`src/rtl/cseq_pkg.sv`:
```
package cseq_pkg;

  typedef enum logic [2:0] {
    ST_IDLE   = 3'd0,
    ST_CHARGE = 3'd1,
    ST_DETECT = 3'd2,
    ST_SYNC   = 3'd3,
    ST_DONE   = 3'd4
  } cseq_state_e;

  function automatic int unsigned ms_ticks(input int unsigned ms, input int unsigned per_ms);
    return ms * per_ms;
  endfunction

  function automatic int unsigned max3(input int unsigned a, input int unsigned b,
                                       input int unsigned c);
    int unsigned m;
    m = (a > b) ? a : b;
    return (m > c) ? m : c;
  endfunction

endpackage

```
`src/rtl/cseq_timer.sv`:
```
module cseq_timer #(
  parameter int W = 18
) (
  input  logic         clk,
  input  logic         rst,
  input  logic         tick,
  input  logic         run,
  input  logic         clr,
  input  logic [W-1:0] limit,
  output logic [W-1:0] cnt,
  output logic         hit
);

  always_ff @(posedge clk) begin
    if (rst || clr) cnt <= '0;
    else if (run && tick && (cnt < limit)) cnt <= cnt + 1'b1;
  end

  assign hit = (cnt >= limit);

endmodule

```
`src/rtl/cseq_pulse.sv`:
```
module cseq_pulse #(
  parameter int LEN = 128
) (
  input  logic clk,
  input  logic rst,
  input  logic tick,
  input  logic trig,
  output logic active
);
  localparam int PW = (LEN > 1) ? $clog2(LEN) : 1;
  localparam logic [PW-1:0] LAST = PW'(LEN - 1);

  logic [PW-1:0] cnt;

  always_ff @(posedge clk) begin
    if (rst) begin
      active <= 1'b0;
      cnt    <= '0;
    end else if (trig && !active) begin
      active <= 1'b1;
      cnt    <= '0;
    end else if (active && tick) begin
      if (cnt == LAST) active <= 1'b0;
      else             cnt    <= cnt + 1'b1;
    end
  end

endmodule

```
`src/rtl/cseq_ctrl.sv`:
```
module cseq_ctrl
  import cseq_pkg::*;
(
  input  logic        clk,
  input  logic        rst,
  input  logic        force_idle,
  input  logic        restart,
  input  logic        hold,
  input  logic        term_q,
  input  logic        hit,
  input  logic        above_rch,
  output cseq_state_e st,
  output cseq_state_e nxt
);

  always_comb begin
    nxt = st;
    if (force_idle) nxt = ST_IDLE;
    else if (restart) nxt = ST_CHARGE;
    else if (!hold) begin
      case (st)
        ST_IDLE:   nxt = ST_CHARGE;
        ST_CHARGE: if (term_q && hit) nxt = ST_DETECT;
        ST_DETECT: if (hit) nxt = above_rch ? ST_SYNC : ST_CHARGE;
        ST_SYNC:   if (hit) nxt = ST_DONE;
        default:   nxt = st;
      endcase
    end
  end

  always_ff @(posedge clk) begin
    if (rst) st <= ST_IDLE;
    else     st <= nxt;
  end

endmodule

```
`src/rtl/charge_seq.sv`:
```
module charge_seq
  import cseq_pkg::*;
#(
  parameter int unsigned TICKS_PER_MS = 1000,
  parameter int unsigned DGL_MS       = 32,
  parameter int unsigned DET_MS       = 262,
  parameter int unsigned SYNC_MS      = 40,
  parameter int unsigned PULSE_TICKS  = 128
) (
  input  logic clk,
  input  logic rst,
  input  logic tick_us,
  input  logic bat_short,
  input  logic bat_reg,
  input  logic bat_above_rch,
  input  logic taper_hit,
  input  logic ot_flag,
  input  logic ot_resume,
  input  logic vbus_por,
  input  logic bat_lowv,
  input  logic host_ce,
  input  logic host_reset,
  input  logic host_term_en,
  input  logic host_stat_en,
  output logic en_short,
  output logic en_fast,
  output logic en_pwm,
  output logic en_sink,
  output logic done,
  output logic stat_pull_low
);
  localparam int unsigned DGL_T  = ms_ticks(DGL_MS, TICKS_PER_MS);
  localparam int unsigned DET_T  = ms_ticks(DET_MS, TICKS_PER_MS);
  localparam int unsigned SYNC_T = ms_ticks(SYNC_MS, TICKS_PER_MS);
  localparam int          CW     = $clog2(max3(DGL_T, DET_T, SYNC_T) + 1);

  cseq_state_e st, nxt;
  logic        susp, ce_q;
  logic [CW-1:0] tcnt, tlimit;
  logic        thit, trun, tclr;
  logic        pulse_act;

  // named internal events
  logic term_q, ce_rise, ev_force_idle, ev_restart, ev_force;
  logic ev_sync_done, fault_evt, charging;

  always_ff @(posedge clk) begin
    if (rst) begin
      susp <= 1'b0;
      ce_q <= 1'b0;
    end else begin
      ce_q <= host_ce;
      if (ot_flag)        susp <= 1'b1;
      else if (ot_resume) susp <= 1'b0;
    end
  end

  assign term_q        = host_term_en && bat_reg && bat_above_rch && taper_hit;
  assign ce_rise       = host_ce && !ce_q;
  assign ev_force_idle = !host_ce;
  assign ev_restart    = host_ce && (ce_rise || host_reset || (vbus_por && bat_lowv) ||
                                     ((st == ST_DONE) && !bat_above_rch));
  assign ev_force      = ev_force_idle || ev_restart;
  assign fault_evt     = ot_flag && !susp;
  assign ev_sync_done  = (st == ST_SYNC) && (nxt == ST_DONE);
  assign charging      = (st == ST_CHARGE) && !susp;

  cseq_ctrl u_ctrl (
    .clk        (clk),
    .rst        (rst),
    .force_idle (ev_force_idle),
    .restart    (ev_restart),
    .hold       (susp),
    .term_q     (term_q),
    .hit        (thit),
    .above_rch  (bat_above_rch),
    .st         (st),
    .nxt        (nxt)
  );

  always_comb begin
    case (st)
      ST_CHARGE: tlimit = CW'(DGL_T);
      ST_DETECT: tlimit = CW'(DET_T);
      ST_SYNC:   tlimit = CW'(SYNC_T);
      default:   tlimit = '0;
    endcase
  end

  assign trun = !susp && (((st == ST_CHARGE) && term_q) || (st == ST_DETECT) || (st == ST_SYNC));
  assign tclr = (nxt != st) || ((st == ST_CHARGE) && !term_q && !susp);

  cseq_timer #(.W(CW)) u_timer (
    .clk   (clk),
    .rst   (rst),
    .tick  (tick_us),
    .run   (trun),
    .clr   (tclr),
    .limit (tlimit),
    .cnt   (tcnt),
    .hit   (thit)
  );

  cseq_pulse #(.LEN(PULSE_TICKS)) u_pulse (
    .clk    (clk),
    .rst    (rst),
    .tick   (tick_us),
    .trig   (fault_evt),
    .active (pulse_act)
  );

  assign en_pwm        = charging;
  assign en_short      = charging && bat_short;
  assign en_fast       = charging && !bat_short;
  assign en_sink       = (st == ST_DETECT) && !susp;
  assign done          = (st == ST_DONE);
  assign stat_pull_low = pulse_act || (host_stat_en && charging);

endmodule

```
`config.mk`:
```
export PLATFORM = sky130hd
export DESIGN_NAME = charge_seq
export DESIGN_NICKNAME = d
export VERILOG_FILES = /design/src/rtl/cseq_pkg.sv /design/src/rtl/cseq_timer.sv /design/src/rtl/cseq_pulse.sv /design/src/rtl/cseq_ctrl.sv /design/src/rtl/charge_seq.sv
export SDC_FILE = /design/constraint.sdc
export NUM_CORES = 1
export LEC_CHECK = 0
export ABC_AREA = 1
export CAP_MARGIN = 20
export CORE_MARGIN = 5
export CORE_UTILIZATION = 40
export DETAILED_ROUTE_END_ITERATION = 6
export SETUP_SLACK_MARGIN = 0.2
export SYNTH_ARGS = -nofsm -noshare
export SYNTH_HDL_FRONTEND = slang
export SYNTH_SLANG_ARGS = --single-unit
```
`constraint.sdc`:
```
create_clock -name clk -period 3.7 [get_ports clk]
set_clock_uncertainty 0.05 [all_clocks]
set_input_delay 0.74 -clock clk [delete_from_list [all_inputs] [get_ports clk]]
set_output_delay 0.74 -clock clk [all_outputs]
set_load 0.05 [all_outputs]
```
==> metrics.cfg <==
[run_status]
status = complete, no violations

[synth]
synth-edff-count = 0
synth.net_count = 357
synthTopCellsByArea = dfxtp_1 (27%), nand2_1 (9.5%), inv_1 (9.0%), ha_1 (8.2%), nor2_1 (7.6%)
syn_area_per_cell_sq_um = 6.991
async_reset_ff_frac = 0
synth_ff_type = dfxtp_1
ys_top_cells_by_count = nand2_1 (58), inv_1 (55), nor2_1 (46), dfxtp_1 (31), nand3_1 (16)
seq_area_frac_synth = 0.2715
yosys_warnings = 0
synth_cell_types = 33
yosysTopAreaCellShare = 0.2715
ys_seq_elements = 31
syn_inst = 327
synth.largest_area_cell = dfxtp_1
synth_area_sq_mm = 0.002286
yosysMostFrequentCell = nand2_1

[route]
via_per_inst = 4.722
drc = 0
vias = 2002
drt-pass1-iter-count = 4
drtAntennaViolNets = 0
drtIter0Drc = 105
routedWlPerCell_um = 11.32
routed_wl_um = 4798

[die]
die_y_um = 85.60
ios = 21
die-area_sq_mm = 0.007327
rows = 27
initial_utilization = 0.4126
core_sq_mm = 0.005540
die_w_um = 85.60

[hold_path]
min_path_cells = 2
min_from = u_pulse.cnt[6]
hp-class = reg2reg
worst_hold_path.endpoint = u_pulse.cnt[6]

[clocking]
cts.sinks = 31
htreeDepth = 2
clk_pin_slew_worst_paths_ps = 70
clkLatencyLatePin_ps = 280
cts_buffer_depth = 2
numCtsBuffers = 5
cts_root_buf = clkbuf_8
cts_resized = 0
cts_tree = done

[layout]
drive_gt1_frac = 0.1335
syn_to_final_growth_pct = 16.42
fillers = 600
diodes = 0
final_nets = 381
final_cells = 424

[global_routing]
grt_pass1_wl_um = 8466
track_usage = 0.1398
overflow = 0
grt_antenna_before_repair = 0
grt_max_degree = 19
grt_pass1_vias = 1923

[setup_path]
critPathBufInv = 4
cpLargestDelayFamily = buffers and inverters
r2r_slack_ps = 630
crit_slowest_cell = clkdlybuf4s50_1
crit_type = reg2out
cp-startpoint = u_ctrl.st[0]
r2r_start = u_ctrl.st[2]
cp.arrival_ps = 2460
worstSetupEndpointType = output pin
cp-start-kind = flip-flop
path_max_fanout = 7
r2r_cells = 21
crit_chain = inv_2 -> nor3_1 -> inv_1 -> nor2_1 -> inv_1 -> nor2_1 -> clkdlybuf4s50_1
regToRegEndpoint = u_timer.cnt[0]
cp.required_ps = 2910
cp_slowest_stage_delay_ps = 820

[sta]
fmax_mhz = 308.0
setup_slack_ps = 453.1
hold_violations = 0
fin_crit_sh = 0.8775
tns_ps = 0
setup_viol = 0
min_period_ps = 3247
rsz0062_at_grt = false
tightest_slew_ps = 544.0
relSlewSlack = 0.6327
maxSlewViolCount = 0

[placement]
post-place-ws_ps = 504.0
hpwl_um = 3855
place_inst = 415
port_buffers = 20
gp_congestion = 0.8581

[power]
p_leak_nw = 1.108
ir_drop_uv = 170.3
power_density_mw_per_mm2 = 277.8
total_power_mw = 0.7393

[flow_run]
drv_cap = 0

## cells by family (layout without fill, tap and decap cells)
kind of cell    Yosys count  in the layout  share of synthesized area
compound gates           27             27                    0.06678
buf+inv                  63             88                     0.1122
simple gates            175            175                     0.4061
flops                    31             31                     0.2715
xor+xnor                 16             16                    0.06130
fa+ha+maj                15             15                    0.08210
## what timing repair did
action	4_1_cts	5_1_grt
endpoints found under the setup margin	0	18
hold endpoints to repair	0	0
hold buffers	0	0
buffers inserted	0	1
## layer usage
layer | GRT usage | part of all wire | wire length [um] | vias to the layer above
met5 | 0 | 0 | 0 | -
met4 | 0.04460 | 0.015 | 71 | 0
met1 | 0.1785 | 0.48 | 2300 | 895
li1 | - | - | - | 1076
met3 | 0.02978 | 0.033 | 158 | 7
met2 | 0.2345 | 0.47 | 2268 | 24
## registers in the layout (all words and copies together), names as in the netlist
name and count:
u_timer.cnt 18, u_pulse.cnt 7, u_ctrl.st 3, ce_q 1, u_pulse.active 1, susp 1
## worst reg2reg max path, stage by stage, from the launching register on
cell and delay, ps:
dfxtp_1 390, inv_2 170, nand2_1 130, nor2_1 150, inv_1 120, ha_1 320
nand2_1 100, nor2_4 190, nand4_1 100, nor2_1 160, nand2_2 100, nand4_4 120
nand2_1 60, nand2_1 50, nand3_1 80, nand2_1 80, nand2_2 60, nand2_2 60
nand2_1 80, nand3_4 110, buf_12 190, nor2_1 80
## worst max-delay path by stage
stage,slack [ps],depth (start not counted),end
2_1_floorplan,580,6,en_fast
3_5_place_dp,500,19,u_timer.cnt[0]
3_3_place_gp,640,19,u_timer.cnt[17]
5_1_grt,220,21,u_timer.cnt[5]
6_report,450,7,en_short
4_1_cts,450,7,en_short
## power by group
| part | internal [mW] | total (mW) | switching, mW |
|---|---|---|---|
| clock | 0.170 | 0.293 | 0.123 |
| combinational | 0.0420 | 0.105 | 0.0632 |
| sequential | 0.338 | 0.342 | 0.00392 |
## cell type report
type	count	area [sq um]	share of cell area
Timing Repair Buffer	21	220.2	0.08275
Sequential cell	31	620.6	0.2332
Multi-Input combinational cell	233	1409	0.5294
Clock buffer	8	100.1	0.03761
Inverter	59	221.5	0.08322
Tap cell	72	90.09	0.03385
## layout by cell type, fill, tap and decap left out, types with 6 or more instances in the layout
cell / count
a21oi_1: 15
clkbuf_8: 7
clkdlybuf4s50_1: 20
dfxtp_1: 31
ha_1: 15
inv_1: 55
nand2_1: 58
nand3_1: 16
nand4_1: 9
nor2_1: 46
nor2_2: 7
nor2_4: 11
nor3_1: 9
o21ai_0: 6
xnor2_1: 6
xor2_1: 10
## stage by stage
step	cell area, sq um	hold WS [ps]	utilization
6_report	2661	417.3	0.4804
5_1_grt	2661	449.0	0.4804
4_1_cts	2641	422.6	0.4767
3_5_place_dp	2541	412.2	0.4587
3_3_place_gp	2541	390.9	0.4587
2_1_floorplan	2286	380.1	-
No activity file was read; power rests on OpenSTA's default activity.
